## config.mk

```make
export PLATFORM = sky130hd
export DESIGN_NAME = irq_group_combiner
export DESIGN_NICKNAME = d
export VERILOG_FILES = /design/src/rtl/comb_pkg.sv /design/src/rtl/comb_decode.sv /design/src/rtl/comb_bank.sv /design/src/rtl/irq_group_combiner.sv
export SDC_FILE = /design/constraint.sdc
export NUM_CORES = 1
export LEC_CHECK = 0
export BUFFER_PORTS_ARGS = -buffer_cell sky130_fd_sc_hd__buf_2
export CELL_PAD_IN_SITES_DETAIL_PLACEMENT = 0
export CELL_PAD_IN_SITES_GLOBAL_PLACEMENT = 1
export CORE_MARGIN = 2
export CORE_UTILIZATION = 41
export DETAILED_ROUTE_END_ITERATION = 10
export PLACE_DENSITY_LB_ADDON = 0.1
export SLEW_MARGIN = 10
export SYNTH_ARGS = -nofsm -noshare
export SYNTH_HDL_FRONTEND = slang
export SYNTH_SLANG_ARGS = --single-unit
```

## constraint.sdc

```tcl
create_clock -name clk_i -period 1.51 [get_ports clk_i]
set_clock_uncertainty 0.05 [all_clocks]
set_input_delay 0.0755 -clock clk_i [delete_from_list [all_inputs] [get_ports clk_i]]
set_output_delay 0.0755 -clock clk_i [all_outputs]
set_load 0.005 [all_outputs]
```

## src/rtl/comb_pkg.sv

```systemverilog
`timescale 1ns/1ps
package comb_pkg;
  localparam int LANE_W  = 8;
  localparam int LANES   = 4;
  localparam int BANK_W  = LANE_W * LANES;
  localparam int STRIDE_LSB = 4;

  typedef enum logic [1:0] {
    WOFF_SET  = 2'd0,
    WOFF_CLR  = 2'd1,
    WOFF_RSV  = 2'd2,
    WOFF_STAT = 2'd3
  } word_off_e;
endpackage

```

## src/rtl/comb_decode.sv

```systemverilog
`timescale 1ns/1ps
module comb_decode
  import comb_pkg::*;
#(
  parameter int NUM_BANKS = 5,
  parameter int ADDR_W    = 8,
  localparam int BIDX_W   = ADDR_W - STRIDE_LSB
) (
  input  logic                 we_i,
  input  logic [ADDR_W-1:0]    addr_i,
  output logic [NUM_BANKS-1:0] set_o,
  output logic [NUM_BANKS-1:0] clr_o,
  output logic [BIDX_W-1:0]    bank_o,
  output word_off_e            off_o,
  output logic                 hit_o
);
  logic unused_lsb;
  assign unused_lsb = ^addr_i[1:0];

  assign bank_o = addr_i[ADDR_W-1:STRIDE_LSB];
  assign off_o  = word_off_e'(addr_i[3:2]);
  assign hit_o  = (32'(bank_o) < 32'(NUM_BANKS));

  for (genvar b = 0; b < NUM_BANKS; b++) begin : g_sel
    logic this_bank;
    assign this_bank = we_i && (bank_o == BIDX_W'(b));
    assign set_o[b]  = this_bank && (off_o == WOFF_SET);
    assign clr_o[b]  = this_bank && (off_o == WOFF_CLR);
  end
endmodule

```

## src/rtl/comb_bank.sv

```systemverilog
`timescale 1ns/1ps
module comb_bank
  import comb_pkg::*;
#(
  parameter int GROUPS  = 4,
  localparam int SRC_W  = GROUPS * LANE_W
) (
  input  logic              clk_i,
  input  logic              rst_ni,
  input  logic              set_i,
  input  logic              clr_i,
  input  logic [BANK_W-1:0] wdata_i,
  input  logic [SRC_W-1:0]  src_i,
  output logic [BANK_W-1:0] en_o,
  output logic [BANK_W-1:0] stat_o,
  output logic [GROUPS-1:0] irq_o
);
  logic [SRC_W-1:0] en_q;
  logic [SRC_W-1:0] wbits;
  logic [SRC_W-1:0] stat;

  assign wbits = wdata_i[SRC_W-1:0];
  assign stat  = src_i & en_q;

  always_ff @(posedge clk_i or negedge rst_ni) begin
    if (!rst_ni)    en_q <= '0;
    else if (set_i) en_q <= en_q | wbits;
    else if (clr_i) en_q <= en_q & ~wbits;
  end

  if (SRC_W < BANK_W) begin : g_pad
    logic unused_wdata;
    assign unused_wdata = ^wdata_i[BANK_W-1:SRC_W];
    assign en_o   = {{(BANK_W-SRC_W){1'b0}}, en_q};
    assign stat_o = {{(BANK_W-SRC_W){1'b0}}, stat};
  end else begin : g_full
    assign en_o   = en_q;
    assign stat_o = stat;
  end

  for (genvar g = 0; g < GROUPS; g++) begin : g_grp
    logic irq_q;
    always_ff @(posedge clk_i or negedge rst_ni) begin
      if (!rst_ni) irq_q <= 1'b0;
      else         irq_q <= |stat[g*LANE_W +: LANE_W];
    end
    assign irq_o[g] = irq_q;


    irq_lag_chk: assert property (@(posedge clk_i) disable iff (!rst_ni)
      irq_o[g] == $past(|(src_i[g*LANE_W +: LANE_W] & en_q[g*LANE_W +: LANE_W])));
  end


  set_bits_chk: assert property (@(posedge clk_i) disable iff (!rst_ni)
    set_i |=> ((en_q & $past(wbits)) == $past(wbits)));


  clr_bits_chk: assert property (@(posedge clk_i) disable iff (!rst_ni)
    clr_i |=> ((en_q & $past(wbits)) == '0));


  en_hold_chk: assert property (@(posedge clk_i) disable iff (!rst_ni)
    (!set_i && !clr_i) |=> $stable(en_q));
endmodule

```

## src/rtl/irq_group_combiner.sv

```systemverilog
`timescale 1ns/1ps
module irq_group_combiner
  import comb_pkg::*;
#(
  parameter int NUM_GROUPS = 20,
  parameter int ADDR_W     = 8
) (
  input  logic                    clk_i,
  input  logic                    rst_ni,
  input  logic [8*NUM_GROUPS-1:0] src_i,
  input  logic                    we_i,
  input  logic [ADDR_W-1:0]       addr_i,
  input  logic [31:0]             wdata_i,
  output logic [31:0]             rdata_o,
  output logic [NUM_GROUPS-1:0]   irq_o
);
  localparam int NUM_BANKS = (NUM_GROUPS + LANES - 1) / LANES;
  localparam int BIDX_W    = ADDR_W - STRIDE_LSB;

  logic [NUM_BANKS-1:0] set_w, clr_w;
  logic [BIDX_W-1:0]    bank_w;
  word_off_e            off_w;
  logic                 hit_w;
  logic [BANK_W-1:0]    en_w   [NUM_BANKS];
  logic [BANK_W-1:0]    stat_w [NUM_BANKS];

  comb_decode #(.NUM_BANKS(NUM_BANKS), .ADDR_W(ADDR_W)) u_dec (
    .we_i   (we_i),
    .addr_i (addr_i),
    .set_o  (set_w),
    .clr_o  (clr_w),
    .bank_o (bank_w),
    .off_o  (off_w),
    .hit_o  (hit_w)
  );

  for (genvar b = 0; b < NUM_BANKS; b++) begin : g_bank
    localparam int GB = (NUM_GROUPS - LANES*b >= LANES) ? LANES : NUM_GROUPS - LANES*b;
    comb_bank #(.GROUPS(GB)) u_bank (
      .clk_i   (clk_i),
      .rst_ni  (rst_ni),
      .set_i   (set_w[b]),
      .clr_i   (clr_w[b]),
      .wdata_i (wdata_i),
      .src_i   (src_i[b*BANK_W +: GB*LANE_W]),
      .en_o    (en_w[b]),
      .stat_o  (stat_w[b]),
      .irq_o   (irq_o[b*LANES +: GB])
    );
  end

  always_comb begin
    rdata_o = '0;
    for (int b = 0; b < NUM_BANKS; b++) begin
      if (hit_w && bank_w == BIDX_W'(b)) begin
        if (off_w == WOFF_SET)       rdata_o = en_w[b];
        else if (off_w == WOFF_STAT) rdata_o = stat_w[b];
      end
    end
  end


  rd_unmapped_chk: assert property (@(posedge clk_i) disable iff (!rst_ni)
    (!hit_w || off_w == WOFF_CLR || off_w == WOFF_RSV) |-> (rdata_o == '0));
endmodule

```

==> flow_summary.toml <==
[run_status]
status = "finished with violations"
failed_checks = "design-rule violations, negative hold slack, negative setup slack"

[clock_network]
clkLatencyLatePin_ns = 0.43
cts_root_buf = "clkbuf_16"
htreeDepth = 4
cts_buffers = 17
max-clock-path-buffers = 2
cts_sinks = 180
cts_tree = "done"
clk_pin_slew_ns = 0.07

[synthesis]
yosysSeqAreaShare_pct = 41.1
synth.distinct_cells = 40
syn_avg_cell_area_um2 = 8.95
synth.net_count = 1427
synth_top_area_cell = "dfrtp_1"
synth_area_leaders = "dfrtp_1 (41%), mux2i_1 (18%), nand2_1 (7.6%), inv_1 (5.5%), a22oi_1 (3.7%)"
syn_inst = 1224
ys_async_sr_fraction_pct = 100
yosys_warnings = 0
synth-edff-count = 0
synth_flop_cell = "dfrtp_1"
synth_top_cell_area_share_pct = 41.1
synthesis.area_um2 = 11000
yosys_register_bits = 180

[die]
io_pins = 255
start_util_pct = 41.9
dieWidth_um = 167
coreArea_um2 = 26100
dieHeight_um = 167
rows = 59
die_area_um2 = 28000

[setup_path]
crit_chain = "inv_2 -> a221oi_4 -> nor4_2 -> o21ai_1 -> buf_2"
cp.required_ns = 1.38
path_delay_family = "compound AO/OA/AOI/OAI gates"
crit_slowest_cell = "dfrtp_1"
start_kind = "register"
worst_r2r_path_depth = 3
crit_arrival_ns = 1.75
max_stage_delay_ns = 0.39
rr_endpoint = "g_bank[0].u_bank.g_grp[2].irq_q"
crit_buf_inv = 2
worstSetupEndpointType = "primary output"
cp.depth = 5
crit_type = "register to primary output"
critPathMaxFanout = 2
worst-r2r-setup-slack_ns = -0.01

[job]
maxCapViolations = 0

[drt]
dr.pass1.iters = 9
viasPerCell = 5.42
vias = 11200
final_antenna_net_count = 0
drtIter0Drc = 834
finalWirelength_um = 41400
drc = 19
routedWlPerCell_um = 20.0

[global_route]
grt_pass1_vias = 11300
antenna_found_initial = 3
busiest_layer = "met2"
grt_max_degree = 41
grt_first_pass_wirelength_um = 63000
use_met3_pct = 4.02
met2_usage_pct = 47.5
grt.total_usage_pct = 29.0
grt-ovfl-total = 0
met1_usage_pct = 40.8

[sta]
finalMaxSlewViolations = 0
tightest_slew_ns = 0.485
setup_viol = 33
worst_slack_ns = -0.362
rsz0062_at_grt = "true"
hold_ws_ns = -0.0274
setup-tns-final_ns = -6.36
period_minus_slack_ns = 1.87
slew_headroom_pct = 67.7
fmax_ghz = 0.534
hold_viol = 1
timing.final.crit_share_pct = 124

[hold_path]
min_path_cells = 3
holdCritPathClass = "input port to register"
hold_end = "g_bank[3].u_bank.g_grp[2].irq_q"
min_from = "src_i[118]"

[pwr]
power_density_nw_per_um2 = 842
ir_drop_mv = 0.497
leakage_nw = 8.92
p_total_mw = 13.7

[cells_and_area]
nNetsFinal = 1924
final_area_um2 = 16200
area_growth_pct = 48.1
drive_gt1_share_pct = 27.9
fin_util_pct = 62.0

[placement]
place_congestion = 0.873
dp_hpwl_um = 28300
place_area_um2 = 13200
portBuffers = 252
[report_power, final]
part | internal, mW | total [mW] | switching (mW)
logic | 1.70 | 3.33 | 1.62
clock network | 2.31 | 4.46 | 2.15
registers | 5.40 | 5.87 | 0.474
total | 9.42 | 13.7 | 4.24
[layout make-up]
cell class                 instances  area [um2]
multi-input combinational        783        5610
fill                            2344        9920
clock buffer                      20         467
tap                              335         419
timing repair buffer             578        4490
sequential                       180        4500
clock inverter                    12         113
inverter                         161         604
antenna                            2        5.00
[worst max-delay path by stage]
stage | startpoint | endpoint | slack, ns
after global placement | addr_i[5] | rdata_o[26] | -0.30
after CTS | register | rdata_o[25] | -0.32
after detailed placement | addr_i[5] | rdata_o[26] | -0.32
final | register | rdata_o[26] | -0.36
after floorplan | addr_i[3] | rdata_o[31] | 0.07
after global routing | register | rdata_o[26] | -0.41
[layout by cell type (no fill, tap or decap), types with 4 or more instances in the layout]
cell type	instances
a31oi_1	9
o22ai_2	4
o22ai_1	11
a22o_1	6
mux2i_1	192
o32ai_1	30
a22oi_1	50
o2bb2ai_2	4
nand3_1	24
and3_1	15
dfrtp_1	180
buf_12	23
buf_4	122
inv_1	157
o21ai_0	6
o21ai_1	18
nand2_1	213
a22oi_2	4
a21oi_1	64
buf_2	249
clkbuf_16	18
a21o_1	25
inv_2	4
inv_8	4
a221oi_1	8
a311o_1	25
o2bb2ai_1	11
nand2_2	8
dlygate4sd3_1	176
a211o_1	6
buf_6	6
nand4_1	16
[timing repair]
item,4_1_cts,5_1_grt
endpoints found under the hold margin,360,4
pin swaps,71,20
setup endpoints to repair,32,39
hold buffers,176,5
resized for setup,43,31
setup buffers,40,10
cloned,0,1
[cell usage after synthesis (3+ instances only)]
cell,number
a21o_1,25
nand4_1,16
mux2i_1,192
o32ai_1,32
buf_6,3
o22ai_1,15
buf_2,27
nor2_1,4
o21ai_0,27
buf_1,3
a211o_1,6
inv_1,161
clkbuf_1,47
a221oi_1,10
nand3_1,26
buf_4,20
and3_1,16
dfrtp_1,180
a311o_1,25
a21oi_1,64
a22o_1,6
o2bb2ai_1,15
a22oi_1,54
nand2_1,221
a31oi_1,10
[layer usage]
layer | up-vias | wire (um)
met4 | 2 | 707
met3 | 50 | 2110
li1 | 5285 | -
met5 | - | 13
met1 | 5490 | 18900
met2 | 397 | 19600
[through the flow]
stage               hold slack (ns)  setup WS (ns)  cells
finish                      -0.0274         -0.362   2071
global route                0.00789         -0.408   2071
CTS                        -0.00181         -0.321   2058
detailed placement          0.00174         -0.318   1814
global placement            0.00279         -0.301   1814
floorplan                    -0.270         0.0702   1224
[kinds of logic (layout without fill, tap and decap cells)]
family                 Yosys count  count (layout)  synth area share, %
DFF                            180             180                 41.1
buffers and inverters          261             771                 10.1
other                            0               2                    0
muxes                          192             192                 17.5
AOI/OAI and AO/OA              290             290                 18.9
and+or+nand+nor                301             301                 12.3
[tightest hold or removal path, cell delays in order]
cell and delay [ns]:
buf_2 0.11, a22oi_1 0.09, nand4_1 0.13
Note: power is estimated with default switching activity, not from simulation.
